<file path="config.mk">
export PLATFORM = sky130hd
export DESIGN_NAME = i2c_pin_bridge
export DESIGN_NICKNAME = d
export VERILOG_FILES = /design/src/rtl/i2c_bridge_pkg.sv /design/src/rtl/i2c_bridge_sync.sv /design/src/rtl/i2c_bridge_events.sv /design/src/rtl/i2c_bridge_proto.sv /design/src/rtl/i2c_pin_bridge.sv
export SDC_FILE = /design/constraint.sdc
export NUM_CORES = 1
export LEC_CHECK = 0
export ABC_CLOCK_PERIOD_IN_PS = 2800
export BUFFER_PORTS_ARGS = -buffer_cell sky130_fd_sc_hd__buf_2
export CAP_MARGIN = 30
export CORE_UTILIZATION = 44
export CTS_CLUSTER_DIAMETER = 80
export DETAILED_ROUTE_END_ITERATION = 7
export PLACE_DENSITY = 0.69
export SYNTH_ARGS = -nofsm -noshare
export SYNTH_HDL_FRONTEND = slang
export SYNTH_SLANG_ARGS = --single-unit
</file>
<file path="constraint.sdc">
create_clock -name clk_i -period 2.8 [get_ports clk_i]
set_input_delay 0.28 -clock clk_i [delete_from_list [all_inputs] [get_ports clk_i]]
set_output_delay 0.28 -clock clk_i [all_outputs]
set_load 0.01 [all_outputs]
</file>
<file path="src/rtl/i2c_bridge_pkg.sv">
package i2c_bridge_pkg;
  typedef enum logic [2:0] {
    ST_IDLE,
    ST_WBIT,
    ST_WACK,
    ST_RBIT,
    ST_CACK,
    ST_HUSH
  } bridge_state_e;
endpackage

</file>
<file path="src/rtl/i2c_bridge_sync.sv">
module i2c_bridge_sync #(
  parameter int WIDTH  = 2,
  parameter int STAGES = 2
) (
  input  logic             clk_i,
  input  logic             rst_ni,
  input  logic [WIDTH-1:0] d_i,
  output logic [WIDTH-1:0] q_o
);
  logic [WIDTH-1:0] pipe_q [STAGES];

  for (genvar g = 0; g < STAGES; g++) begin : g_stage
    if (g == 0) begin : g_first
      always_ff @(posedge clk_i or negedge rst_ni)
        if (!rst_ni) pipe_q[g] <= '1;
        else         pipe_q[g] <= d_i;
    end else begin : g_next
      always_ff @(posedge clk_i or negedge rst_ni)
        if (!rst_ni) pipe_q[g] <= '1;
        else         pipe_q[g] <= pipe_q[g-1];
    end
  end

  assign q_o = pipe_q[STAGES-1];
endmodule

</file>
<file path="src/rtl/i2c_bridge_events.sv">
module i2c_bridge_events (
  input  logic clk_i,
  input  logic rst_ni,
  input  logic scl_s_i,
  input  logic sda_s_i,
  output logic start_o,
  output logic stop_o,
  output logic rise_o,
  output logic fall_o,
  output logic sda_now_o,
  output logic sda_last_o
);
  logic scl_q, sda_q;

  always_ff @(posedge clk_i or negedge rst_ni)
    if (!rst_ni) begin
      scl_q <= 1'b1;
      sda_q <= 1'b1;
    end else begin
      scl_q <= scl_s_i;
      sda_q <= sda_s_i;
    end

  // SDA is judged against the SCL level held before this sample
  assign start_o    = scl_q &  sda_q & ~sda_s_i;
  assign stop_o     = scl_q & ~sda_q &  sda_s_i;
  assign rise_o     = ~scl_q &  scl_s_i;
  assign fall_o     =  scl_q & ~scl_s_i;
  assign sda_now_o  = sda_s_i;
  assign sda_last_o = sda_q;
endmodule

</file>
<file path="src/rtl/i2c_bridge_proto.sv">
module i2c_bridge_proto
  import i2c_bridge_pkg::*;
#(
  parameter int BYTE_W = 8
) (
  input  logic              clk_i,
  input  logic              rst_ni,
  input  logic              start_i,
  input  logic              stop_i,
  input  logic              rise_i,
  input  logic              fall_i,
  input  logic              sda_i,
  input  logic              ack_i,
  input  logic [BYTE_W-1:0] rdata_i,
  output logic              begin_o,
  output logic              send_o,
  output logic              recv_o,
  output logic              nack_o,
  output logic              end_o,
  output logic [BYTE_W-1:0] byte_o,
  output logic              drive_o
);
  localparam int CNT_W = $clog2(BYTE_W);
  localparam logic [CNT_W-1:0] LAST_BIT = CNT_W'(BYTE_W - 1);

  bridge_state_e     st_q, st_d;
  logic [CNT_W-1:0]  cnt_q, cnt_d;
  logic [BYTE_W-1:0] buf_q, buf_d;
  logic              drv_q, drv_d;
  logic              av_q, av_d;
  logic              rnw_q, rnw_d;
  logic              rd_dir;

  always_ff @(posedge clk_i or negedge rst_ni)
    if (!rst_ni) begin
      st_q  <= ST_IDLE;
      cnt_q <= '0;
      buf_q <= '0;
      drv_q <= 1'b1;
      av_q  <= 1'b0;
      rnw_q <= 1'b0;
    end else begin
      st_q  <= st_d;
      cnt_q <= cnt_d;
      buf_q <= buf_d;
      drv_q <= drv_d;
      av_q  <= av_d;
      rnw_q <= rnw_d;
    end

  assign rd_dir = av_q ? rnw_q : buf_q[0];

  always_comb begin
    st_d    = st_q;
    cnt_d   = cnt_q;
    buf_d   = buf_q;
    drv_d   = drv_q;
    av_d    = av_q;
    rnw_d   = rnw_q;
    begin_o = 1'b0;
    send_o  = 1'b0;
    recv_o  = 1'b0;
    nack_o  = 1'b0;
    end_o   = 1'b0;

    if (start_i) begin
      st_d  = ST_WBIT;
      cnt_d = '0;
      av_d  = 1'b0;
      drv_d = 1'b1;
    end else if (stop_i) begin
      end_o = av_q;
      av_d  = 1'b0;
      st_d  = ST_IDLE;
      drv_d = 1'b1;
    end

    if (fall_i) begin
      drv_d = 1'b1;
    end else if (rise_i) begin
      unique case (st_q)
        ST_WBIT: begin
          buf_d = {buf_q[BYTE_W-2:0], sda_i};
          drv_d = 1'b1;
          if (cnt_q == LAST_BIT) begin
            st_d  = ST_WACK;
            cnt_d = '0;
          end else begin
            cnt_d = cnt_q + CNT_W'(1);
          end
        end
        ST_WACK: begin
          if (!av_q) begin
            begin_o = 1'b1;
            av_d    = 1'b1;
            rnw_d   = buf_q[0];
          end else begin
            send_o  = 1'b1;
          end
          cnt_d = '0;
          if (!ack_i) begin
            end_o = 1'b1;
            av_d  = 1'b0;
            st_d  = ST_IDLE;
            drv_d = 1'b1;
          end else begin
            drv_d = 1'b0;
            st_d  = rd_dir ? ST_RBIT : ST_WBIT;
          end
        end
        ST_RBIT: begin
          if (cnt_q == '0) begin
            recv_o = 1'b1;
            drv_d  = rdata_i[BYTE_W-1];
            buf_d  = {rdata_i[BYTE_W-2:0], 1'b0};
          end else begin
            drv_d  = buf_q[BYTE_W-1];
            buf_d  = {buf_q[BYTE_W-2:0], 1'b0};
          end
          if (cnt_q == LAST_BIT) begin
            st_d  = ST_CACK;
            cnt_d = '0;
          end else begin
            cnt_d = cnt_q + CNT_W'(1);
          end
        end
        ST_CACK: begin
          drv_d = 1'b1;
          cnt_d = '0;
          if (sda_i) begin
            nack_o = 1'b1;
            st_d   = ST_HUSH;
          end else begin
            st_d   = ST_RBIT;
          end
        end
        default: drv_d = 1'b1;
      endcase
    end
  end

  assign byte_o  = buf_q;
  assign drive_o = drv_q;
endmodule

</file>
<file path="src/rtl/i2c_pin_bridge.sv">
module i2c_pin_bridge #(
  parameter int SYNC_STAGES = 2,
  parameter int BYTE_W      = 8,
  localparam int ADDR_W     = BYTE_W - 1
) (
  input  logic              clk_i,
  input  logic              rst_ni,
  input  logic              scl_i,
  input  logic              sda_i,
  output logic              sda_o,
  output logic              begin_o,
  output logic [ADDR_W-1:0] addr_o,
  output logic              rnw_o,
  output logic              send_o,
  output logic [BYTE_W-1:0] wdata_o,
  output logic              recv_o,
  input  logic [BYTE_W-1:0] rdata_i,
  input  logic              ack_i,
  output logic              nack_o,
  output logic              end_o
);
  logic [1:0]        pins_s;
  logic              evt_start, evt_stop, evt_rise, evt_fall;
  logic              sda_now, sda_last, tgt_drive;
  logic [BYTE_W-1:0] shift_byte;

  i2c_bridge_sync #(.WIDTH(2), .STAGES(SYNC_STAGES)) u_sync (
    .clk_i  (clk_i),
    .rst_ni (rst_ni),
    .d_i    ({scl_i, sda_i}),
    .q_o    (pins_s)
  );

  i2c_bridge_events u_events (
    .clk_i      (clk_i),
    .rst_ni     (rst_ni),
    .scl_s_i    (pins_s[1]),
    .sda_s_i    (pins_s[0]),
    .start_o    (evt_start),
    .stop_o     (evt_stop),
    .rise_o     (evt_rise),
    .fall_o     (evt_fall),
    .sda_now_o  (sda_now),
    .sda_last_o (sda_last)
  );

  i2c_bridge_proto #(.BYTE_W(BYTE_W)) u_proto (
    .clk_i   (clk_i),
    .rst_ni  (rst_ni),
    .start_i (evt_start),
    .stop_i  (evt_stop),
    .rise_i  (evt_rise),
    .fall_i  (evt_fall),
    .sda_i   (sda_now),
    .ack_i   (ack_i),
    .rdata_i (rdata_i),
    .begin_o (begin_o),
    .send_o  (send_o),
    .recv_o  (recv_o),
    .nack_o  (nack_o),
    .end_o   (end_o),
    .byte_o  (shift_byte),
    .drive_o (tgt_drive)
  );

  assign addr_o  = shift_byte[BYTE_W-1:1];
  assign rnw_o   = shift_byte[0];
  assign wdata_o = shift_byte;
  assign sda_o   = tgt_drive & sda_last;
endmodule

</file>
==> tab_implementation.tex <==
\begin{tabular}{lr}
\hline
Metric & Value \\
\hline
\multicolumn{2}{l}{\textbf{Outcome}} \\
Outcome & finished with violations \\
Violated checks & design-rule violations \\
\multicolumn{2}{l}{\textbf{Placement}} \\
Port bufs & 34 \\
Post-DP HPWL & about 2.0 mm \\
Final weighted congestion in routability-driven placement & between 0.8 and 0.9 \\
Cell area after placement & 1420 sq um \\
\multicolumn{2}{l}{\textbf{Critical path}} \\
Worst Path Required & 2520 ps \\
Maximum fanout count along the critical path & 8 \\
Startpoint-to-endpoint class of the critical path & reg -> out \\
Worst Setup End Kind & primary output \\
Worst path arrival time & 1970 ps \\
Startpoint class of the critical path & register \\
\multicolumn{2}{l}{\textbf{Clock tree}} \\
Gates resized, CTS repair & 0 \\
Worst-case clock buffer depth & 2 \\
CTS tree & done \\
Number of buffers inserted during clock tree synthesis & 3 \\
Register clock-pin slew on the reported worst setup and hold paths & 120 ps \\
Clock latency reported for the late side of the worst-skew pair & 300 ps \\
H-tree depth reported by CTS & 1 \\
Clock root cell & sky130\_fd\_sc\_hd\_\_clkbuf\_4 \\
Clock sink total & 23 \\
\multicolumn{2}{l}{\textbf{Synthesis}} \\
Post-Synthesis Cells & between 100 and 150 \\
Mean post-synth cell area & 10.4 sq um \\
Number of enable-type register cells in the synthesized netlist & 0 \\
Post-Synth Adder-Cell Area & 0.0476 \\
Share of the synthesized area in compound gates (AO/OA/AOI/OAI) & 0.143 \\
Fraction of registers with async set/reset & 1.00 \\
Synthesized flop and latch total & 23 \\
Distinct cell type count after synthesis & 38 \\
Net count after synthesis & 145 \\
Synthesized area & 1320 sq um \\
Basic-gate share of the synthesized area counting and, or, nand and nor cells & 0.174 \\
Count of warnings emitted by yosys & 0 \\
Fraction of synthesized cell area in xor and xnor cells & 0.00666 \\
Fraction of synthesized area in multiplexers & 0.0856 \\
Top FF cell, synth & sky130\_fd\_sc\_hd\_\_dfrtp\_1 \\
Sequential share of the synthesized area & 0.444 \\
Largest family of logic cells by synthesized area & simple AND/OR/NAND/NOR gates \\
\multicolumn{2}{l}{\textbf{STA}} \\
Crit share post-route & 0.802 \\
RSZ-0062 raised after global routing & no \\
Final Hold Violating Endpoints & 0 \\
Slew at the pin closest to its max-slew limit & 608 ps \\
Total Negative Setup Slacks & 0 ps \\
Tightest slew margin relative to the limit & 0.590 \\
Number of max-slew violations in the final report & 0 \\
Final Skew & about 3.6 ps \\
Achievable Freq & 445 MHz \\
Final critical delay including setup and external delays & 2250 ps \\
Setup-violating endpoint count in the final report & 0 \\
\multicolumn{2}{l}{\textbf{GRT}} \\
Vias in the first global route & 919 \\
Wire length of the first global-routing pass & 4.40 mm \\
Sum of overflow across all layers after global routing & 0 \\
Largest net degree at the start of global routing & 24 \\
Overall track demand over capacity in global routing & 0.177 \\
Initial antenna violation count & 0 \\
\multicolumn{2}{l}{\textbf{Die}} \\
Vert. Die Dim & 56.7 microns \\
Row Count & 19 \\
Ports & 35 \\
Die Outline Area & 3210 sq um \\
Standard cell core area & between 2000 and 3000 sq um \\
Die W & 56.7 microns \\
Starting density of the core & 0.469 \\
\multicolumn{2}{l}{\textbf{Route}} \\
Number of vias per cell & 5.42 \\
Iteration-0 DRC Markers & 55 \\
Sum of routed wire length over all layers & $\sim$2.6 mm \\
WL/cell & between 10 and 15 microns \\
DR pass1 iterations & 6 \\
Total vias in the final route & roughly 990 \\
Antenna violation net count after detailed routing & 0 \\
DRC viols & 3 \\
\multicolumn{2}{l}{\textbf{Final layout}} \\
Layout-stage area growth over the synthesis result & 11.0\% \\
Total non-filler cell area in the finished layout & 1460 sq um \\
Share of layout cells above drive strength 1 & 0.336 \\
Most frequent cells in the layout & 34 x sky130\_fd\_sc\_hd\_\_buf\_2, 16 x sky130\_fd\_sc\_hd\_\_dfrtp\_1, 11 x sky130\_fd\_sc\_hd\_\_nor2\_1 \\
FILL cells & 260 \\
Antenna diode instance count & 0 \\
Final \#Nets & 171 \\
Leading cell type in the layout, fill and taps excluded & sky130\_fd\_sc\_hd\_\_buf\_2 \\
\multicolumn{2}{l}{\textbf{Flow run}} \\
Maxcap violations & 0 \\
\multicolumn{2}{l}{\textbf{Power}} \\
Standby leakage power & 0.710 nW \\
Final Power & 894 uW \\
Largest voltage drop on the vdd net & 0.000355 V \\
Power density over cell area & between 600 and 700 nW/um\^{}2 \\
\multicolumn{2}{l}{\textbf{Worst hold path}} \\
Worst Hold Class & in -> reg \\
\hline
\end{tabular}
layout make-up:
cell class	count	area (sq um)	area share
Multi-Input combinational cell	82	601	0.411
Inverter	8	30.0	0.0206
Timing Repair Buffer	35	180	0.123
Sequential cell	23	584	0.400
Tap cell	31	38.8	0.0266
Clock buffer	4	26.3	0.0180
worst max-delay path, cell delays in order (launching register included):
cell and delay (ps):
sky130_fd_sc_hd__dfrtp_1 440, sky130_fd_sc_hd__inv_1 70, sky130_fd_sc_hd__ha_1 140, sky130_fd_sc_hd__nor2b_1 230, sky130_fd_sc_hd__nand3_2 270, sky130_fd_sc_hd__nor3b_1 330, sky130_fd_sc_hd__buf_2 180
layer usage:
metal  share of wire  GRT usage
met5               0          0
met3           0.045     0.0207
met1            0.47      0.247
met4          0.0079     0.0714
met2            0.47      0.281
registers in the layout, summed over array words and instances (netlist names):
signal and count:
u_events.scl_q 1, u_proto.av_q 1, u_proto.st_q 3, u_sync.pipe_q 2, u_proto.cnt_q 3, u_proto.rnw_q 1
u_sync.q_o 2, u_events.sda_last_o 1, u_proto.byte_o 8, u_proto.drive_o 1
worst paths after layout:
path	startpoint	to	slack, ps	depth (start not counted)
worst max-delay path	u_proto.cnt_q[0]	recv_o	550	6
worst min-delay path	sda_i	u_sync.pipe_q[2]	60	1
worst max register to register	u_proto.cnt_q[0]	u_proto.st_q[1]	880	5
worst min register to register	u_sync.pipe_q[2]	u_sync.q_o[0]	370	0
max in group asynchronous	rst_ni	u_sync.q_o[1]	1970	2
min in group asynchronous	rst_ni	u_proto.st_q[0]	470	2
power breakdown:
| group | total [mW] | switching [mW] | internal [mW] |
|---|---|---|---|
| combinational | 0.279 | 0.146 | 0.133 |
| sequential | 0.463 | 0.0669 | 0.396 |
| clock | 0.152 | 0.0968 | 0.0555 |
logic make-up after synthesis:
| logic type | after synthesis |
|---|---|
| buf+inv | 22 |
| simple gates | 39 |
| flops | 23 |
| compound gates | 26 |
| mux | 11 |
| fa+ha+maj | 5 |
| xor+xnor | 1 |
what timing repair did:
action / in CTS / in global routing
hold endpoints to repair: 16 / 0
hold buffers: 1 / 0
buffers inserted: 0 / 0
stage by stage:
| stage | util | instances | hold WS, ps | setup WS [ps] |
|---|---|---|---|---|
| 2_1_floorplan | - | 127 | -15.6 | 1110 |
| 3_3_place_gp | 0.508 | 178 | 284 | 935 |
| 3_5_place_dp | 0.508 | 178 | 294 | 901 |
| 4_1_cts | 0.521 | 183 | 42.3 | 522 |
| 5_1_grt | 0.521 | 183 | 33.3 | 412 |
| 6_report | 0.521 | 183 | 59.9 | 554 |
synth_stat cells, types with 2 or more instances:
library cell	instances	area, sq um
sky130_fd_sc_hd__and2_1	3	18.8
sky130_fd_sc_hd__dfstp_2	7	184
sky130_fd_sc_hd__buf_4	10	75.1
sky130_fd_sc_hd__o311ai_0	2	17.5
sky130_fd_sc_hd__nor3b_1	3	22.5
sky130_fd_sc_hd__o21ai_0	5	25.0
sky130_fd_sc_hd__dfrtp_1	16	400
sky130_fd_sc_hd__buf_2	2	10.0
sky130_fd_sc_hd__mux2i_1	9	90.1
sky130_fd_sc_hd__inv_1	8	30.0
sky130_fd_sc_hd__nor2_1	11	41.3
sky130_fd_sc_hd__nand2_1	4	15.0
sky130_fd_sc_hd__nand2b_1	2	12.5
sky130_fd_sc_hd__ha_1	5	62.6
sky130_fd_sc_hd__a21oi_1	10	50.1
sky130_fd_sc_hd__nor4_1	2	12.5
sky130_fd_sc_hd__a22o_1	3	26.3
sky130_fd_sc_hd__mux2_2	2	22.5
sky130_fd_sc_hd__nor2b_1	4	25.0
Note: power is estimated with default switching activity, not from simulation.
